==> src/rtl/chbuf_pkg.sv <==
package chbuf_pkg;
  typedef enum logic [1:0] {
    CT_SYNC  = 2'd0,
    CT_ASYNC = 2'd1,
    CT_CTRL  = 2'd2,
    CT_ISO   = 2'd3
  } chan_kind_e;

  localparam int N_BASE = 8;

  function automatic logic pkt_granular(input logic [1:0] kind);
    return (kind == CT_ASYNC) || (kind == CT_CTRL);
  endfunction

  function automatic logic is_iso(input logic [1:0] kind);
    return kind == CT_ISO;
  endfunction
endpackage

==> src/rtl/chbuf_chan.sv <==
module chbuf_chan
  import chbuf_pkg::*;
#(
  parameter int LO_W = 16
) (
  input  logic            clk,
  input  logic            rst,
  input  logic [1:0]      kind,
  input  logic            quad,
  input  logic            pkt,
  input  logic            nb_wr,
  input  logic [LO_W-1:0] nb_start,
  input  logic [LO_W-1:0] nb_end,
  output logic [LO_W-1:0] cur_addr,
  output logic            cur_valid,
  output logic            starved,
  output logic            done_pulse,
  output logic            swap_pulse
);
  logic [LO_W-1:0] fin_addr;
  logic [LO_W-1:0] nxt_start;
  logic [LO_W-1:0] nxt_end;
  logic            nxt_valid;
  logic            reached;

  logic            at_fin;
  logic            end_now;
  logic [LO_W-1:0] load_cur;
  logic [LO_W-1:0] load_fin;

  always_comb begin
    at_fin   = cur_addr >= fin_addr;
    if (pkt_granular(kind))
      end_now = cur_valid && pkt && (reached || (quad && at_fin));
    else
      end_now = cur_valid && quad && at_fin;
    load_cur = {nxt_start[LO_W-1:2], 2'b00};
    load_fin = {nxt_end[LO_W-1:2], is_iso(kind) ? nxt_end[1:0] : 2'b00};
  end

  always_ff @(posedge clk) begin
    if (rst) begin
      cur_addr   <= '0;
      fin_addr   <= '0;
      cur_valid  <= 1'b0;
      nxt_start  <= '0;
      nxt_end    <= '0;
      nxt_valid  <= 1'b0;
      reached    <= 1'b0;
      starved    <= 1'b0;
      done_pulse <= 1'b0;
      swap_pulse <= 1'b0;
    end else begin
      done_pulse <= 1'b0;
      swap_pulse <= 1'b0;
      if (cur_valid) begin
        if (end_now) begin
          done_pulse <= 1'b1;
          reached    <= 1'b0;
          if (nxt_valid) begin
            cur_addr   <= load_cur;
            fin_addr   <= load_fin;
            nxt_valid  <= 1'b0;
            swap_pulse <= 1'b1;
          end else begin
            cur_valid <= 1'b0;
            starved   <= 1'b1;
          end
        end else if (quad) begin
          cur_addr <= cur_addr + LO_W'(4);
          if (at_fin) reached <= 1'b1;
        end
      end else if (nxt_valid) begin
        cur_addr   <= load_cur;
        fin_addr   <= load_fin;
        cur_valid  <= 1'b1;
        nxt_valid  <= 1'b0;
        starved    <= 1'b0;
        reached    <= 1'b0;
        swap_pulse <= 1'b1;
      end
      if (nb_wr) begin
        nxt_start <= nb_start;
        nxt_end   <= nb_end;
        nxt_valid <= 1'b1;
      end
    end
  end

  AST_CUR_ALIGNED: assert property (@(posedge clk) disable iff (rst)
    cur_valid |-> (cur_addr[1:0] == 2'b00));

  AST_FIN_ALIGNED_NON_ISO: assert property (@(posedge clk) disable iff (rst)
    (cur_valid && !is_iso(kind)) |-> (fin_addr[1:0] == 2'b00));

  AST_STARVED_NO_CURRENT: assert property (@(posedge clk) disable iff (rst)
    starved |-> !cur_valid);

  AST_SWAP_GIVES_CURRENT: assert property (@(posedge clk) disable iff (rst)
    swap_pulse |-> (cur_valid && !starved));

  AST_SWAP_CONSUMES_NEXT: assert property (@(posedge clk) disable iff (rst)
    (swap_pulse && !$past(nb_wr)) |-> !nxt_valid);
endmodule

==> src/rtl/chbuf_base_sel.sv <==
module chbuf_base_sel
  import chbuf_pkg::*;
#(
  parameter int HI_W = 16
) (
  input  logic [N_BASE*HI_W-1:0] upper_bases,
  input  logic [1:0]             kind,
  input  logic                   dir,
  output logic [HI_W-1:0]        base
);
  localparam int IDX_W = $clog2(N_BASE);

  logic [HI_W-1:0]  tbl [N_BASE];
  logic [IDX_W-1:0] idx;

  for (genvar g = 0; g < N_BASE; g++) begin : g_unpack
    assign tbl[g] = upper_bases[g*HI_W +: HI_W];
  end

  assign idx  = {dir, kind};
  assign base = tbl[idx];
endmodule

==> src/rtl/chbuf_addr_out.sv <==
module chbuf_addr_out #(
  parameter int CHW  = 4,
  parameter int LO_W = 16,
  parameter int HI_W = 16
) (
  input  logic                 clk,
  input  logic                 rst,
  input  logic                 fire,
  input  logic [CHW-1:0]       ch,
  input  logic [HI_W-1:0]      hi,
  input  logic [LO_W-1:0]      lo,
  output logic                 out_valid,
  output logic [CHW-1:0]       out_ch,
  output logic [HI_W+LO_W-1:0] out_addr
);
  always_ff @(posedge clk) begin
    if (rst) begin
      out_valid <= 1'b0;
      out_ch    <= '0;
      out_addr  <= '0;
    end else begin
      out_valid <= fire;
      if (fire) begin
        out_ch   <= ch;
        out_addr <= {hi, lo};
      end
    end
  end
endmodule

==> src/rtl/chbuf_tracker.sv <==
module chbuf_tracker
  import chbuf_pkg::*;
#(
  parameter int NUM_CH = 16,
  parameter int LO_W   = 16,
  parameter int HI_W   = 16,
  localparam int CHW   = $clog2(NUM_CH)
) (
  input  logic                   clk,
  input  logic                   rst,
  input  logic [2*NUM_CH-1:0]    ch_type_cfg,
  input  logic [NUM_CH-1:0]      ch_dir_cfg,
  input  logic [N_BASE*HI_W-1:0] upper_bases,
  input  logic                   ev_valid,
  input  logic [CHW-1:0]         ev_ch,
  input  logic                   ev_quad,
  input  logic                   ev_pkt,
  input  logic                   nb_wr,
  input  logic [CHW-1:0]         nb_ch,
  input  logic [LO_W-1:0]        nb_start,
  input  logic [LO_W-1:0]        nb_end,
  output logic                   out_valid,
  output logic [CHW-1:0]         out_ch,
  output logic [HI_W+LO_W-1:0]   out_addr,
  output logic [NUM_CH-1:0]      buf_done,
  output logic [NUM_CH-1:0]      buf_swap,
  output logic [NUM_CH-1:0]      starved
);
  logic [LO_W-1:0] cur_lo [NUM_CH];
  logic [NUM_CH-1:0] cur_v;

  for (genvar g = 0; g < NUM_CH; g++) begin : g_chan
    logic hit;
    assign hit = ev_valid && (ev_ch == CHW'(g));

    chbuf_chan #(.LO_W(LO_W)) u_chan (
      .clk        (clk),
      .rst        (rst),
      .kind       (ch_type_cfg[2*g +: 2]),
      .quad       (hit && ev_quad),
      .pkt        (hit && ev_pkt),
      .nb_wr      (nb_wr && (nb_ch == CHW'(g))),
      .nb_start   (nb_start),
      .nb_end     (nb_end),
      .cur_addr   (cur_lo[g]),
      .cur_valid  (cur_v[g]),
      .starved    (starved[g]),
      .done_pulse (buf_done[g]),
      .swap_pulse (buf_swap[g])
    );
  end

  logic [1:0]      ev_kind;
  logic            ev_dir;
  logic [HI_W-1:0] ev_hi;
  logic            fire;

  assign ev_kind = ch_type_cfg[2*ev_ch +: 2];
  assign ev_dir  = ch_dir_cfg[ev_ch];
  assign fire    = ev_valid && ev_quad && cur_v[ev_ch];

  chbuf_base_sel #(.HI_W(HI_W)) u_base (
    .upper_bases (upper_bases),
    .kind        (ev_kind),
    .dir         (ev_dir),
    .base        (ev_hi)
  );

  chbuf_addr_out #(.CHW(CHW), .LO_W(LO_W), .HI_W(HI_W)) u_out (
    .clk       (clk),
    .rst       (rst),
    .fire      (fire),
    .ch        (ev_ch),
    .hi        (ev_hi),
    .lo        (cur_lo[ev_ch]),
    .out_valid (out_valid),
    .out_ch    (out_ch),
    .out_addr  (out_addr)
  );

  AST_ADDR_NEEDS_QUAD: assert property (@(posedge clk) disable iff (rst)
    out_valid |-> $past(ev_valid && ev_quad));

  AST_ADDR_LOW_ALIGNED: assert property (@(posedge clk) disable iff (rst)
    out_valid |-> (out_addr[1:0] == 2'b00));

  AST_STARVED_NO_TRAFFIC: assert property (@(posedge clk) disable iff (rst)
    (ev_valid && starved[ev_ch]) |=> !out_valid);
endmodule

==> config.mk <==
export PLATFORM = sky130hd
export DESIGN_NAME = chbuf_tracker
export DESIGN_NICKNAME = d
export VERILOG_FILES = /design/src/rtl/chbuf_pkg.sv /design/src/rtl/chbuf_chan.sv /design/src/rtl/chbuf_base_sel.sv /design/src/rtl/chbuf_addr_out.sv /design/src/rtl/chbuf_tracker.sv
export SDC_FILE = /design/constraint.sdc
export NUM_CORES = 2
export LEC_CHECK = 0
export BUFFER_PORTS_ARGS = -buffer_cell sky130_fd_sc_hd__buf_2
export CELL_PAD_IN_SITES_DETAIL_PLACEMENT = 0
export CELL_PAD_IN_SITES_GLOBAL_PLACEMENT = 2
export CORE_MARGIN = 2
export CORE_UTILIZATION = 37
export DETAILED_ROUTE_END_ITERATION = 6
export PLACE_DENSITY = 0.78
export SLEW_MARGIN = 20
export SYNTH_ARGS = -nofsm -noshare
export SYNTH_HDL_FRONTEND = slang
export SYNTH_SLANG_ARGS = --single-unit
==> constraint.sdc <==
create_clock -name clk -period 3.8 [get_ports clk]
set_input_delay 0 -clock clk [delete_from_list [all_inputs] [get_ports clk]]
set_output_delay 0 -clock clk [all_outputs]
set_load 0.005 [all_outputs]
Yosys cells after proc, flatten, opt, wreduce, memory -nomap -nowiden. Cells that the tools add are included.

$lt $le $gt $ge: 19. Reductions and logical operators: 244. Shift-type cells: 1. Eq/ne operators: 158. Muxes and demuxes: 426. Add/subtract/negate cells: 16. Bitwise logic cells: 18.

Operators by type and width (number): $mux W16 (116); $mux W1 (290); $add A16 B3 Y16 const B (16); $ge A16 B16 Y1 (16); $logic_and A1 B1 Y1 (146); $ne A3 B2 Y1 const B (32); $reduce_and A3 Y1 (32); $bmux W16 S4 (1); $eq A2 B2 Y1 const B (32); $eq A4 B4 Y1 const B (16); $ne A2 B2 Y1 const B (32); $bmux W16 S3 (1); $ne A3 B3 Y1 const B (16); $eq A2 B1 Y1 const B (16); $eq A4 B3 Y1 const B (8); $logic_or A1 B1 Y1 (32); $mux W2 (16); $reduce_bool A2 Y1 (16); $reduce_or A2 Y1 (16); $shiftx A32 B6 Y2 (1); $eq A4 B2 Y1 const B (4); $not A1 Y1 (16); $bmux W1 S4 (2); $eq A4 B1 Y1 const B (2); 6 further kinds (7).

Input port bits: 222. Output and inout port bits: 85. Register bits: 1157. Word-level logic and storage cells: 1045.

Logic depth before layout (Yosys ltp).
Depth after elaboration: 10. Mapped depth: 13. Gate-level depth less buffers: 10.

Modules after synthesis. A second synthesis with hierarchy kept.

Cells, all modules: 6287. Area total of the unflattened synthesis: 55958.7 um2.

By module, submodules not included: chbuf_chan (g_chan[0].u_chan ...) (area each 3161.8 um2, seq. area each 1361.3 um2, cells an instance 370, times used 15); chbuf_chan (g_chan[3].u_chan) (area each 3370.7 um2, seq. area each 1361.3 um2, cells an instance 357, times used 1); chbuf_tracker (area each 2757.6 um2, seq. area each 0.0 um2, cells an instance 205, times used 1); chbuf_addr_out (area each 1332.5 um2, seq. area each 740.7 um2, cells an instance 118, times used 1); chbuf_base_sel (area each 1071.0 um2, seq. area each 0.0 um2, cells an instance 57, times used 1).

Least setup slack after synthesis. No wires, ideal clock.

Path type: reg2reg. From: register g_chan[5].u_chan.cur_addr[0]. To: register g_chan[5].u_chan.cur_addr[15]. Period minus slack after synthesis: 2.619 ns. Cell stages (with the launch flop): 12. Data arrival time: 2.486 ns. Slack: 1.181 ns. Required time: 3.666 ns. Buffers on the path: 1. Library setup time: 0.134 ns. Path through: dfxtp_1 inv_1 ha_1 nand2b_1 a2111oi_0 o21ai_0 a311oi_2 a211o_1 nand2_1 buf_2 nor4_1 nor4_1.

Word-level cells in the longest chain between the ends: 7. Elaborated cells on any way between the ends: 11. Those cells by class: add/sub: 1; order compare: 1; eq/ne: 1; mux: 4; reduce/logical: 4.

Ends and longest elaborated chain: start, declared (line chbuf_chan.sv:14) `output logic [LO_W-1:0] cur_addr,`; start signal, assigned (line chbuf_chan.sv:61) `cur_addr <= load_cur;`; start signal, assigned (line chbuf_chan.sv:70) `cur_addr <= cur_addr + LO_W'(4);`; start signal, assigned (line chbuf_chan.sv:74) `cur_addr <= load_cur;`; $ge A16 B16 Y1 (line chbuf_chan.sv:32) `at_fin = cur_addr >= fin_addr;`; $logic_and A1 B1 Y1 (line chbuf_chan.sv:34) `end_now = cur_valid && pkt && (reached || (quad && at_fin));`; $logic_or A1 B1 Y1 (line chbuf_chan.sv:34); $logic_and A1 B1 Y1 (line chbuf_chan.sv:34); $mux W1 (line chbuf_chan.sv:33) `if (pkt_granular(kind))`; $mux W16 (line chbuf_chan.sv:57) `if (end_now) begin`; $mux W16 (line chbuf_chan.sv:56) `if (cur_valid) begin`.

Several ways; a longest one is shown, not always the timed one. The select of a mux whose other input is x is not followed. A chain may end at the register's enable or synchronous reset.

Worst setup path in the final report.
From: register g_chan[10].u_chan.cur_valid. To: register u_out.out_addr[28].

Word-level cells in the longest chain between the ends: 3.

Ends and longest elaborated chain: start, declared (line chbuf_chan.sv:15) `output logic cur_valid,`; start signal, assigned (line chbuf_chan.sv:45) `cur_valid <= 1'b0;`; start signal, assigned (line chbuf_chan.sv:66) `cur_valid <= 1'b0;`; start signal, assigned (line chbuf_chan.sv:76) `cur_valid <= 1'b1;`; $bmux W1 S4 (line chbuf_tracker.sv:60) `assign fire = ev_valid && ev_quad && cur_v[ev_ch];`; $mux W1 (not written as such) (line chbuf_tracker.sv:60); $logic_and A1 B1 Y1 (line chbuf_tracker.sv:60); end signal, assigned (line chbuf_addr_out.sv:25) `out_addr <= {hi, lo};`; end, declared (line chbuf_addr_out.sv:14) `output logic [HI_W+LO_W-1:0] out_addr`.

No other way between the ends. The select of a mux whose other input is x is not followed.

==> results.toml <==
[outcome]
outcome = "finished clean"

[clocking]
worstSkewPairLatency_ns = 0.79
ctsResizeCount = 0
cts_tree = "built"
cts_buffer_depth = 3
htreeDepth = 4
clkTransAtPathRegs_ns = 0.06
root_buffer = "clkbuf_16"
clock_sinks = 1125
cts_inserted_buffers = 136
cts_setup_buffers = 0

[power]
seq_power_share_pct = 44.1
p_sw_mw = 7.02
ir_drop_mv = 0.385
p_leak_nw = 23.9
sw_frac_of_total_pct = 25.6
clockPowerShare_pct = 48.2
comb_power_share_pct = 7.8
powerDensity_nw_per_um2 = 422
power.internal_mw = 20.3

[route]
dr.pass1.iters = 6
wl_per_cell_um = 24.8
vias = 51600
via_per_inst = 5.58
drt_wl_total_um = 229000
drc = 0
ant_nets = 0
drt_iter0_markers = 4738

[logic_synthesis]
avgSynthCellArea_um2 = 8.09
synth-seq-cells = 1125
seq_area_frac_synth_pct = 40.4
synth_edf_count = 0
syn-num-nets = 7403
syn_area_um2 = 55800
synth_flop_cell = "dfxtp_1"
synthCells = 6893
yosys_warnings = 0
yosys.cell_types.count = 110
async_flop_share_pct = 0

[critical_path]
reg2reg_to = "u_out.out_addr[28]"
cp-end-kind = "register"
r2r_setup_slack_ns = 0.26
crit_fanout = 16
reg2regPathDepth = 7
cp.arrival_ns = 4.26
cp-start-kind = "register"
required_ns = 4.51
r2r_start = "g_chan[10].u_chan.cur_valid"
path_class = "reg2reg"

[placed_design]
hpwl_um = 155000
finalWeightedCongestion = 0.942
port_buffers = 304
place_ws_ns = 0.376

[sta]
fmax_mhz = 282
slew_headroom_pct = 8.95
finalSetupViolations = 0
worst_slew_pin_slew_ns = 1.37
holdWs_ns = 0.0634
slew_viol_final = 0
period_needed_ns = 3.54
finClkSkew_ns = 0.0348
post-route-period-util_pct = 93.3
finalHoldViolCount = 0
tns_ns = 0
rsz0062_at_grt = "no"
setup_slack_ns = 0.256

[floorplan]
num_rows = 142
die_h_um = 392
core_um2 = 150000
io_pins = 307
die_x_um = 392
die_area_um2 = 154000
start_util_pct = 37.2

[global_route]
grt-ovfl-total = 0
top_usage_layer = "met2"
grtUsageMet2_pct = 44.6
met1_usage_pct = 40.8
grt_max_degree = 207
grt.total_usage_pct = 29.0
grt_pass1_vias = 47500
grt_use_met3_pct = 4.02
grt_antenna_before_repair = 23
grt_pass1_wl_um = 330000

[cells_and_area]
fin_nets = 7629
final_util_pct = 43.2
drive_gt1_share_pct = 12.5
synthToLayoutAreaGrowth_pct = 16.1
final_cell_mix = "nand2_1 (1579), dfxtp_1 (1125), a21oi_1 (869)"
final_common_cell = "nand2_1"

[min_path]
hp-class = "in2reg"
worstHoldStart = "nb_ch[2]"
whs_endpoint = "g_chan[3].u_chan.nxt_start[4]"
whs_path_depth = 5

[flow_run]
maxCapViolCount = 0
-- cells by family (layout without fill, tap and decap cells) --
family                     count (synthesis)  in the layout  share of synthesized area [%]
muxes                                    248            248                           6.68
and+or+nand+nor                         2674           2674                           21.1
other                                      0              6                              0
xor gates and xnor gates                  39             39                          0.612
DFF                                     1125           1125                           40.4
buffers and inverters                    888           1218                           6.75
AOI/OAI and AO/OA                       1631           1631                           18.0
adders and majority gates                288            288                           6.46
-- power groups by stage --
stage               logic (mW)  clock network (mW)  registers [mW]
floorplan                 1.12                   0            12.2
global placement          1.99                   0            12.3
detailed placement        2.01                   0            12.3
CTS                       2.10                13.4            12.0
global route              2.24                13.9            12.1
finish                    2.13                13.2            12.1
-- metal layers --
metal  part of all wire, %  vias to the layer above
met5                 0.010                        -
met4                   4.2                        4
met3                   6.5                      322
met2                    44                     1804
met1                    45                    25100
li1                      -                    24400
-- layout make-up --
class	instances	area, µm²
Multi-Input combinational cell	4880	29600
Tap cell	2016	2520
Sequential cell	1125	22500
Fill cell	15300	85000
Timing Repair Buffer	604	4240
Inverter	372	1400
Clock buffer	205	4090
Clock inverter	37	368
Antenna cell	6	15.0
-- how the worst max path moves through the flow --
stage,from,end,slack (ns),depth (start not counted)
5_1_grt,g_chan[12].u_chan.fin_addr[15],g_chan[12].u_chan.cur_addr[5],0.07,10
3_3_place_gp,g_chan[12].u_chan.cur_addr[12],g_chan[12].u_chan.cur_addr[6],0.36,9
4_1_cts,g_chan[10].u_chan.cur_valid,u_out.out_addr[16],0.25,7
3_5_place_dp,g_chan[12].u_chan.cur_addr[12],g_chan[12].u_chan.cur_addr[5],0.38,9
6_report,g_chan[10].u_chan.cur_valid,u_out.out_addr[28],0.26,7
2_1_floorplan,g_chan[5].u_chan.cur_addr[0],g_chan[5].u_chan.cur_addr[15],1.18,11
-- repair_timing --
action	in CTS	in global routing
hold endpoints to repair	551	0
endpoints found under the setup margin	0	0
hold buffers	130	0
-- cell usage after synthesis (all sizes together), types with 27 or more instances --
cell        n  share of area, %
clkbuf    355               2.4
a21oi     879               7.9
or3        30              0.34
a311oi     29              0.47
mux2i     143               2.6
a21o       61              0.82
nand2b     42              0.48
mux4       98               4.0
dfxtp    1125                40
xnor2      27              0.42
o21a       28              0.38
buf       161               1.9
nor2      374               2.6
o21ai     184               1.7
and3       92               1.0
nand3     138               1.3
nor2b      32              0.38
a32oi      28              0.44
and2       44              0.49
ha        288               6.5
a2111oi    39              0.74
nor4       34              0.41
a221oi     40              0.64
a211oi     60              0.83
inv       368               2.5
nor3      136               1.2
nand2    1584                11
nand4      73              0.82
a31oi      78              0.87
-- registers in the layout, indices dropped and copies added, names as in the netlist, 4 cells and up --
register and cells:
g_chan.u_chan.done_pulse 16, g_chan.u_chan.cur_valid 16, u_out.out_addr 32, g_chan.u_chan.swap_pulse 16
g_chan.u_chan.nxt_start 224, g_chan.u_chan.cur_addr 256, u_out.out_ch 4, g_chan.u_chan.starved 16
g_chan.u_chan.fin_addr 256, g_chan.u_chan.nxt_valid 16, g_chan.u_chan.nxt_end 256, g_chan.u_chan.reached 16
-- stage by stage --
stage | power (mW) | instance area, µm² | instances
2_1_floorplan | 13.4 | 55800 | 6893
3_3_place_gp | 14.3 | 59000 | 8867
3_5_place_dp | 14.3 | 59000 | 8867
4_1_cts | 27.6 | 64700 | 9239
5_1_grt | 28.2 | 64800 | 9240
6_report | 27.4 | 64800 | 9245
-- worst max-delay path, stage by stage, from the launching register on --
cell and delay [ns]:
dfxtp_1 0.49, mux4_1 0.72, mux4_2 0.53, nand3_2 0.20
or2_1 0.59, o21ai_1 0.18, a31oi_1 0.18, dlygate4sd3_1 0.57
No activity file was read; power rests on OpenSTA's default activity.
